==> src/rtl/can_wake_pkg.sv <==
package can_wake_pkg;
  typedef enum logic {
    LVL_DOMINANT  = 1'b0,
    LVL_RECESSIVE = 1'b1
  } can_level_e;

  localparam int unsigned SYNC_STAGES_DEF = 2;
endpackage

==> src/rtl/can_rx_sync.sv <==
module can_rx_sync
  import can_wake_pkg::*;
#(
  parameter int unsigned STAGES = SYNC_STAGES_DEF
) (
  input  logic clk,
  input  logic rst,
  input  logic din,
  output logic dout
);
  localparam int unsigned LAST = STAGES - 1;

  logic [STAGES-1:0] chain;

  generate
    for (genvar g = 0; g < STAGES; g++) begin : g_stage
      if (g == 0) begin : g_first
        always_ff @(posedge clk) begin
          if (rst) chain[0] <= LVL_RECESSIVE;
          else     chain[0] <= din;
        end
      end else begin : g_next
        always_ff @(posedge clk) begin
          if (rst) chain[g] <= LVL_RECESSIVE;
          else     chain[g] <= chain[g-1];
        end
      end
    end
  endgenerate

  assign dout = chain[LAST];
endmodule

==> src/rtl/can_fall_detect.sv <==
module can_fall_detect
  import can_wake_pkg::*;
(
  input  logic clk,
  input  logic rst,
  input  logic level_i,
  output logic fall_o
);
  logic prev_q;

  always_ff @(posedge clk) begin
    if (rst) prev_q <= LVL_RECESSIVE;
    else     prev_q <= level_i;
  end

  assign fall_o = prev_q & ~level_i;


  fall_single_chk: assert property (@(posedge clk) disable iff (rst)
    fall_o |=> !fall_o);
endmodule

==> src/rtl/can_act_flag.sv <==
module can_act_flag (
  input  logic clk,
  input  logic rst,
  input  logic set_i,
  input  logic clr_i,
  output logic flag_d,
  output logic flag_q
);
  always_comb begin
    flag_d = flag_q;
    if (clr_i) flag_d = 1'b0;
    if (set_i) flag_d = 1'b1;
  end

  always_ff @(posedge clk) begin
    if (rst) flag_q <= 1'b0;
    else     flag_q <= flag_d;
  end


  set_wins_chk: assert property (@(posedge clk) disable iff (rst)
    set_i |=> flag_q);

  clear_takes_chk: assert property (@(posedge clk) disable iff (rst)
    (clr_i && !set_i) |=> !flag_q);

  sticky_chk: assert property (@(posedge clk) disable iff (rst)
    (flag_q && !clr_i) |=> flag_q);
endmodule

==> src/rtl/can_sleep_wake.sv <==
module can_sleep_wake
  import can_wake_pkg::*;
#(
  parameter int unsigned SYNC_STAGES = SYNC_STAGES_DEF
) (
  input  logic clk,
  input  logic rst,
  input  logic rx_i,
  input  logic sleep_i,
  input  logic auto_wake_i,
  input  logic irq_en_i,
  input  logic wr_en_i,
  input  logic wr_bit_i,
  output logic flag_o,
  output logic irq_o,
  output logic wake_req_o
);
  logic rx_s;
  logic fall;
  logic act_evt;
  logic clr_req;
  logic flag_nxt;
  logic irq_q;
  logic wake_q;

  can_rx_sync #(.STAGES(SYNC_STAGES)) u_sync (
    .clk  (clk),
    .rst  (rst),
    .din  (rx_i),
    .dout (rx_s)
  );

  can_fall_detect u_fall (
    .clk     (clk),
    .rst     (rst),
    .level_i (rx_s),
    .fall_o  (fall)
  );

  assign act_evt = fall & sleep_i;
  assign clr_req = wr_en_i & wr_bit_i;

  can_act_flag u_flag (
    .clk    (clk),
    .rst    (rst),
    .set_i  (act_evt),
    .clr_i  (clr_req),
    .flag_d (flag_nxt),
    .flag_q (flag_o)
  );

  always_ff @(posedge clk) begin
    if (rst) begin
      irq_q  <= 1'b0;
      wake_q <= 1'b0;
    end else begin
      irq_q  <= flag_nxt & irq_en_i;
      wake_q <= act_evt & auto_wake_i;
    end
  end

  assign irq_o      = irq_q;
  assign wake_req_o = wake_q;


  awake_no_set_chk: assert property (@(posedge clk) disable iff (rst)
    (!sleep_i && !flag_o) |=> !flag_o);

  wake_pulse_chk: assert property (@(posedge clk) disable iff (rst)
    wake_req_o |=> !wake_req_o);

  wake_with_flag_chk: assert property (@(posedge clk) disable iff (rst)
    wake_req_o |-> flag_o);

  no_auto_no_wake_chk: assert property (@(posedge clk) disable iff (rst)
    !auto_wake_i |=> !wake_req_o);

  irq_needs_flag_chk: assert property (@(posedge clk) disable iff (rst)
    irq_o |-> flag_o);
endmodule

==> config.mk <==
export PLATFORM = sky130hd
export DESIGN_NAME = can_sleep_wake
export DESIGN_NICKNAME = d
export VERILOG_FILES = /design/src/rtl/can_wake_pkg.sv /design/src/rtl/can_rx_sync.sv /design/src/rtl/can_fall_detect.sv /design/src/rtl/can_act_flag.sv /design/src/rtl/can_sleep_wake.sv
export SDC_FILE = /design/constraint.sdc
export NUM_CORES = 1
export LEC_CHECK = 0
export CORE_AREA = 5 5 42 44
export CTS_BUF_LIST = sky130_fd_sc_hd__clkbuf_8
export DETAILED_ROUTE_END_ITERATION = 10
export DIE_AREA = 0 0 47 49
export HOLD_SLACK_MARGIN = 0.1
export PLACE_DENSITY = 0.36
export SLEW_MARGIN = 20
export SYNTH_ARGS = -nofsm -noshare
export SYNTH_HDL_FRONTEND = slang
export SYNTH_SLANG_ARGS = --single-unit
export TNS_END_PERCENT = 10
==> constraint.sdc <==
create_clock -name clk -period 1.3 [get_ports clk]
set_input_delay 0.26 -clock clk [delete_from_list [all_inputs] [get_ports clk]]
set_output_delay 0.26 -clock clk [all_outputs]
set_load 0.01 [all_outputs]
* After elaboration in Yosys (flattened, before gate mapping)
Cells that the tools add are included.
** Word-level totals
- Memory bits (writable) :: 0
- ROM bits :: 0
- Memories kept :: 0
- Logic and storage cells :: 14
- Bits in latches :: 0
- Bits in registers :: 6
- Output and inout port bits :: 3
** Cells by class
- Div/mod/pow operators :: 0
- Reduce and logical (&&, ||, !) cells :: 0
- $add $sub $neg :: 0
- Magnitude comparators :: 0
- Bitwise gates (word level) :: 6
- Multiplexer cells :: 2
- Shift operators :: 0
- Eq/ne operators :: 0
- Multiply operators :: 0
** Operator list (number)
- $and 1x1->1 :: 5
- $mux 1 :: 2
- $not 1->1 :: 1

* Depth between registers and ports, before layout
- Depth after elaboration :: 5
- Depth in mapped cells :: 3
- Gate-level depth less buffers :: 3

* By module
Synthesis repeated with hierarchy kept, for this count alone.
** Unflattened totals
- Cells, all modules :: 18
- Area, all modules :: 210.2 um^2
** By module, submodules not included
- can_sleep_wake :: instances 1, sequential area each 40.0 um^2, cells an instance 6, area an instance 72.6 um^2
- can_rx_sync :: instances 1, sequential area each 40.0 um^2, cells an instance 4, area an instance 52.6 um^2
- can_act_flag :: instances 1, sequential area each 20.0 um^2, cells an instance 5, area an instance 50.0 um^2
- can_fall_detect :: instances 1, sequential area each 20.0 um^2, cells an instance 3, area an instance 35.0 um^2

* Least setup slack after synthesis
OpenSTA, ideal clock, no wires.
- Path type :: register -> register
- Start point :: register u_fall.prev_q
- End point :: register irq_q (netlist: irq_o)
- Buffers on the path :: 0
- Arrival :: 0.772 ns
- Data required time :: 1.185 ns
- Setup slack :: 0.413 ns
- Stages on the path, launching flop included :: 4
- Clock period less this slack :: 0.887 ns
- Path through :: dfxtp_1 -> nor4bb_2 -> a31o_2 -> and2_1
** On the way
- Cells in the longest elaborated chain, start to end :: 4
** Ends and longest elaborated chain
- from (decl) :: line can_fall_detect.sv:9 : logic prev_q;
- from (signal assigned) :: line can_fall_detect.sv:13 : else prev_q <= level_i;
- $and 1x1->1 :: line can_fall_detect.sv:16 : assign fall_o = prev_q & ~level_i;
- $and 1x1->1 :: line can_sleep_wake.sv:40 : assign act_evt = fall & sleep_i;
- $mux 1 :: line can_act_flag.sv:12 : if (set_i) flag_d = 1'b1;
- $and 1x1->1 :: line can_sleep_wake.sv:57 : irq_q <= flag_nxt & irq_en_i;
- to (signal assigned) :: line can_sleep_wake.sv:57
- to (decl) :: line can_sleep_wake.sv:23 : logic irq_q;
No other way between the ends.
A chain may end at the register's enable or synchronous reset.

==> results.txt <==
- Final weighted congestion in routability-driven placement: 0.667
- Number of buffers on the longest clock path: 2
- The endpoint identified for the worst register-to-register timing path is irq_o$_SDFF_PP0_.
* Hold Path Cell Cnt: 1
* Final max-slew violation count: 0
- Headroom to the max-slew limit came out at between 80% and 90%.
- Post-route cell area: 343 um2
- The number of global-route vias before repair is 165.
- For this design, the sink count on the clock tree is 6.
* Required time of the worst setup path: 1.47 ns
- Ports placed on the boundary: 11
* TritonCTS clock tree: yes
- Share of the yosys chip area belonging to registers: 64.9%
* Startpoint class of the critical path: input pin
- 0 antenna diodes ended up in the layout.
- Filler cells: 155
- Entering global routing, the biggest net connects 6 pins.
- Across all register-to-register paths, the minimum setup slack is 0.35 ns.
- Reported max-cap violation count: 0
* Non-filler instance count after layout: 44
- Number of buffers inserted during clock tree synthesis: 3
- Data on the critical path arrives at its endpoint at 1.37 ns.
- In the synthesized netlist, mux cells make up 0% of the area.
- Number of iterations in the first detailed-routing pass: 1
* Number of cell instances on the worst register-to-register path: 3
* CP Capture Type: register
* Syn Area/Cell: around 12 um2
* Final setup violation count: 0
* Core Footprint: between 0.001 and 0.0015 mm2
* Crit path kind: in -> reg
- Subtracting the final worst setup slack from the clock period gives roughly 1.2 ns.
* Post-route DRC: 0
- Transition time of the tightest slew-check pin: 0.270 ns
* Net Switching: 0.0891 mW
- The number of endpoints with negative hold slack in the final report was 0.
* Average via count per standard cell: roughly 3.3
- The initial antenna violation count was 0.
- Height of the chip: 49 um
- met2 is the most crowded layer.
* Syn Inst Count: 15
- At the end of the flow, the number of nets in the layout was 38.
- Main combinational cell family by area after synthesis: simple AND/OR/NAND/NOR gates
- IR analysis of the VDD net gives a maximum drop of 0.460 mV.
* Highest attainable clock frequency: 831 MHz
* Min-Delay Path Class: reg -> reg
- During synthesis, Yosys emitted a total of 0 warnings.
- Routed Antenna Nets: 0
- Ratio of cells with drive above 1 in the final layout: 32.1%
- Beginning of the worst register-to-register path: u_sync.dout$_SDFF_PP1_
* Result of the run: finished, final reports clean
- Of the total synthesized cell area, the portion taken by XOR and XNOR cells is 0%.
- Met3 usage: 4.43%
- The first global-routing pass estimated 683 um of wire.
- Internal: 0.415 mW
- Final worst hold slack: 0.406 ns
- Setup repair after global routing left no endpoint under its margin.
* #FFs+latches synth: 6
* Global route total overflow: 0
* Count of port buffers added during placement: 10
- Once placement completed, the tool counted placed cells totaling 41.
* Clock latency at the later pin of the worst-skew pair: 0.22 ns
- Final routed wire length divided by cell count: 10.1 um
- The floorplan has 14 rows.
- Routing usage on met2: roughly 6.6%
- Fraction of power consumed by sequential logic: 38.2%
- Max FO, Critical Path: 5
* Switch share: 17.7%
- Synthesized cell area: around 190 um2
* Pleak: 0.150 nW
* Vias after detailed routing: 143
- Area growth from synthesis to final layout: 85.1%
* Clock transition at the registers of the reported paths: about 0.040 ns
- Summing all placed instances gives a cell area of 305 um2.
* Met1 usage in global routing: approximately 4.0%
- Share of synthesized cell area in and, or, nand and nor gates: 28.4%
- Number of DRC markers in iteration 0: 0
- The number of nets handed over by synthesis was 23.
- Of the total synthesized cell area, the portion taken by full adders, half adders and majority gates is 0%.
- Launch point of the worst hold path: u_sync.chain[0]$_SDFF_PP1_
* H-tree levels: 1
* Compound-gate portion of the synthesized area: 4.73%
- CTS placed an instance of sky130_fd_sc_hd__clkbuf_8 at the clock tree root.
- The die covers around 0.0023 mm2.
- The clock network burns 55.2% of the power.
* Final setup skew: 0.000196 ns
- Number of distinct library cells after synthesis: 8
- Chip width: 47 um
- Power per cell area: 1470 mW/mm2
* Total length of routed wires: approximately 440 um
- The initial utilization of the core area, before any placement, comes to 13.2%.
- Crit share post-route: 92.6%
- Combinational share of power: 6.6%
* Gr usage total: under 10%
- Destination of the worst hold path: u_sync.dout$_SDFF_PP1_
* Number of post-CTS setup repair buffers: 0
cells in the final DEF (no fill, tap or decap), drive strengths merged:
cell / instances
clkdlybuf4s50: 7
dfxtp: 6
or2: 3
clkbuf: 3
dlygate4sd2: 3
and2: 2
nor4bb: 1
inv: 1
nand2: 1
a31o: 1
cell families (layout without fill, tap and decap cells):
logic type | after synthesis | in the layout
AO/OA/AOI/OAI | 1 | 1
buffers and inverters | 1 | 14
flip-flops | 6 | 6
AND/OR/NAND/NOR | 7 | 7
stage by stage:
stage	TNS (ns)	util, %	setup WS (ns)	power [mW]
after floorplan	0	-	0.413	0.203
after global placement	-0.132	21.8	-0.103	0.230
after detailed placement	-0.242	21.8	-0.148	0.230
after global routing	0	24.5	0.00251	0.520
final	0	24.5	0.0968	0.504
after CTS	0	24.5	0.0812	0.512
critical path, cell delays in order:
cell and delay (ns):
sky130_fd_sc_hd__clkdlybuf4s50_1 0.48, sky130_fd_sc_hd__nor4bb_2 0.36, sky130_fd_sc_hd__a31o_2 0.16, sky130_fd_sc_hd__and2_1 0.11
registers in the layout (all words and copies together) (netlist names):
register       flops
irq_o              1
u_fall.prev_q      1
u_flag.flag_q      1
u_sync.chain       1
u_sync.dout        1
wake_req_o         1
cells in the mapped netlist:
| library cell | number | area share [%] |
|---|---|---|
| sky130_fd_sc_hd__dfxtp_1 | 6 | 65 |
| sky130_fd_sc_hd__nor4bb_2 | 1 | 8.8 |
| sky130_fd_sc_hd__and2_2 | 1 | 4.1 |
| sky130_fd_sc_hd__inv_1 | 1 | 2.0 |
| sky130_fd_sc_hd__and2_1 | 1 | 3.4 |
| sky130_fd_sc_hd__a31o_2 | 1 | 4.7 |
| sky130_fd_sc_hd__nand2_1 | 1 | 2.0 |
| sky130_fd_sc_hd__or2_2 | 3 | 10 |
timing repair:
| item | in CTS | in global routing |
|---|---|---|
| hold buffers | 0 | 0 |
| setup endpoints to repair | 3 | 0 |
| resized for setup | 3 | 0 |
power groups by stage:
stage / sequential (mW) / combinational (mW) / clock, mW
floorplan: 0.196 / 0.00727 / 0
global placement: 0.195 / 0.0348 / 0
detailed placement: 0.195 / 0.0350 / 0
CTS: 0.192 / 0.0339 / 0.286
global route: 0.193 / 0.0364 / 0.291
finish: 0.192 / 0.0332 / 0.278
cell type report:
type | count | area [um2] | share of cell area (%)
sequential | 6 | 120 | 35.0
timing repair buffer | 10 | 96.3 | 28.1
multi-input combinational | 8 | 61.3 | 17.9
clock buffer | 3 | 41.3 | 12.0
tap | 16 | 20.0 | 5.84
inverter | 1 | 3.75 | 1.09
worst max-delay path by stage:
stage / startpoint / end / slack [ns]
2_1_floorplan: u_fall.prev_q$_SDFF_PP1_ / irq_o$_SDFF_PP0_ / 0.41
3_3_place_gp: rst / irq_o$_SDFF_PP0_ / -0.10
3_5_place_dp: rst / irq_o$_SDFF_PP0_ / -0.15
4_1_cts: rst / irq_o$_SDFF_PP0_ / 0.08
5_1_grt: rst / irq_o$_SDFF_PP0_ / 0.003
6_report: rst / irq_o$_SDFF_PP0_ / 0.1
layer usage:
metal / share of wire (%) / wire (um) / vias to the layer above
li1: - / - / 74
met1: 40 / 175 / 68
met2: 56 / 246 / 1
met3: 4.7 / 21 / 0
met4: 0 / 0 / 0
met5: 0 / 0 / -
Power figures use the tool's default switching activity.
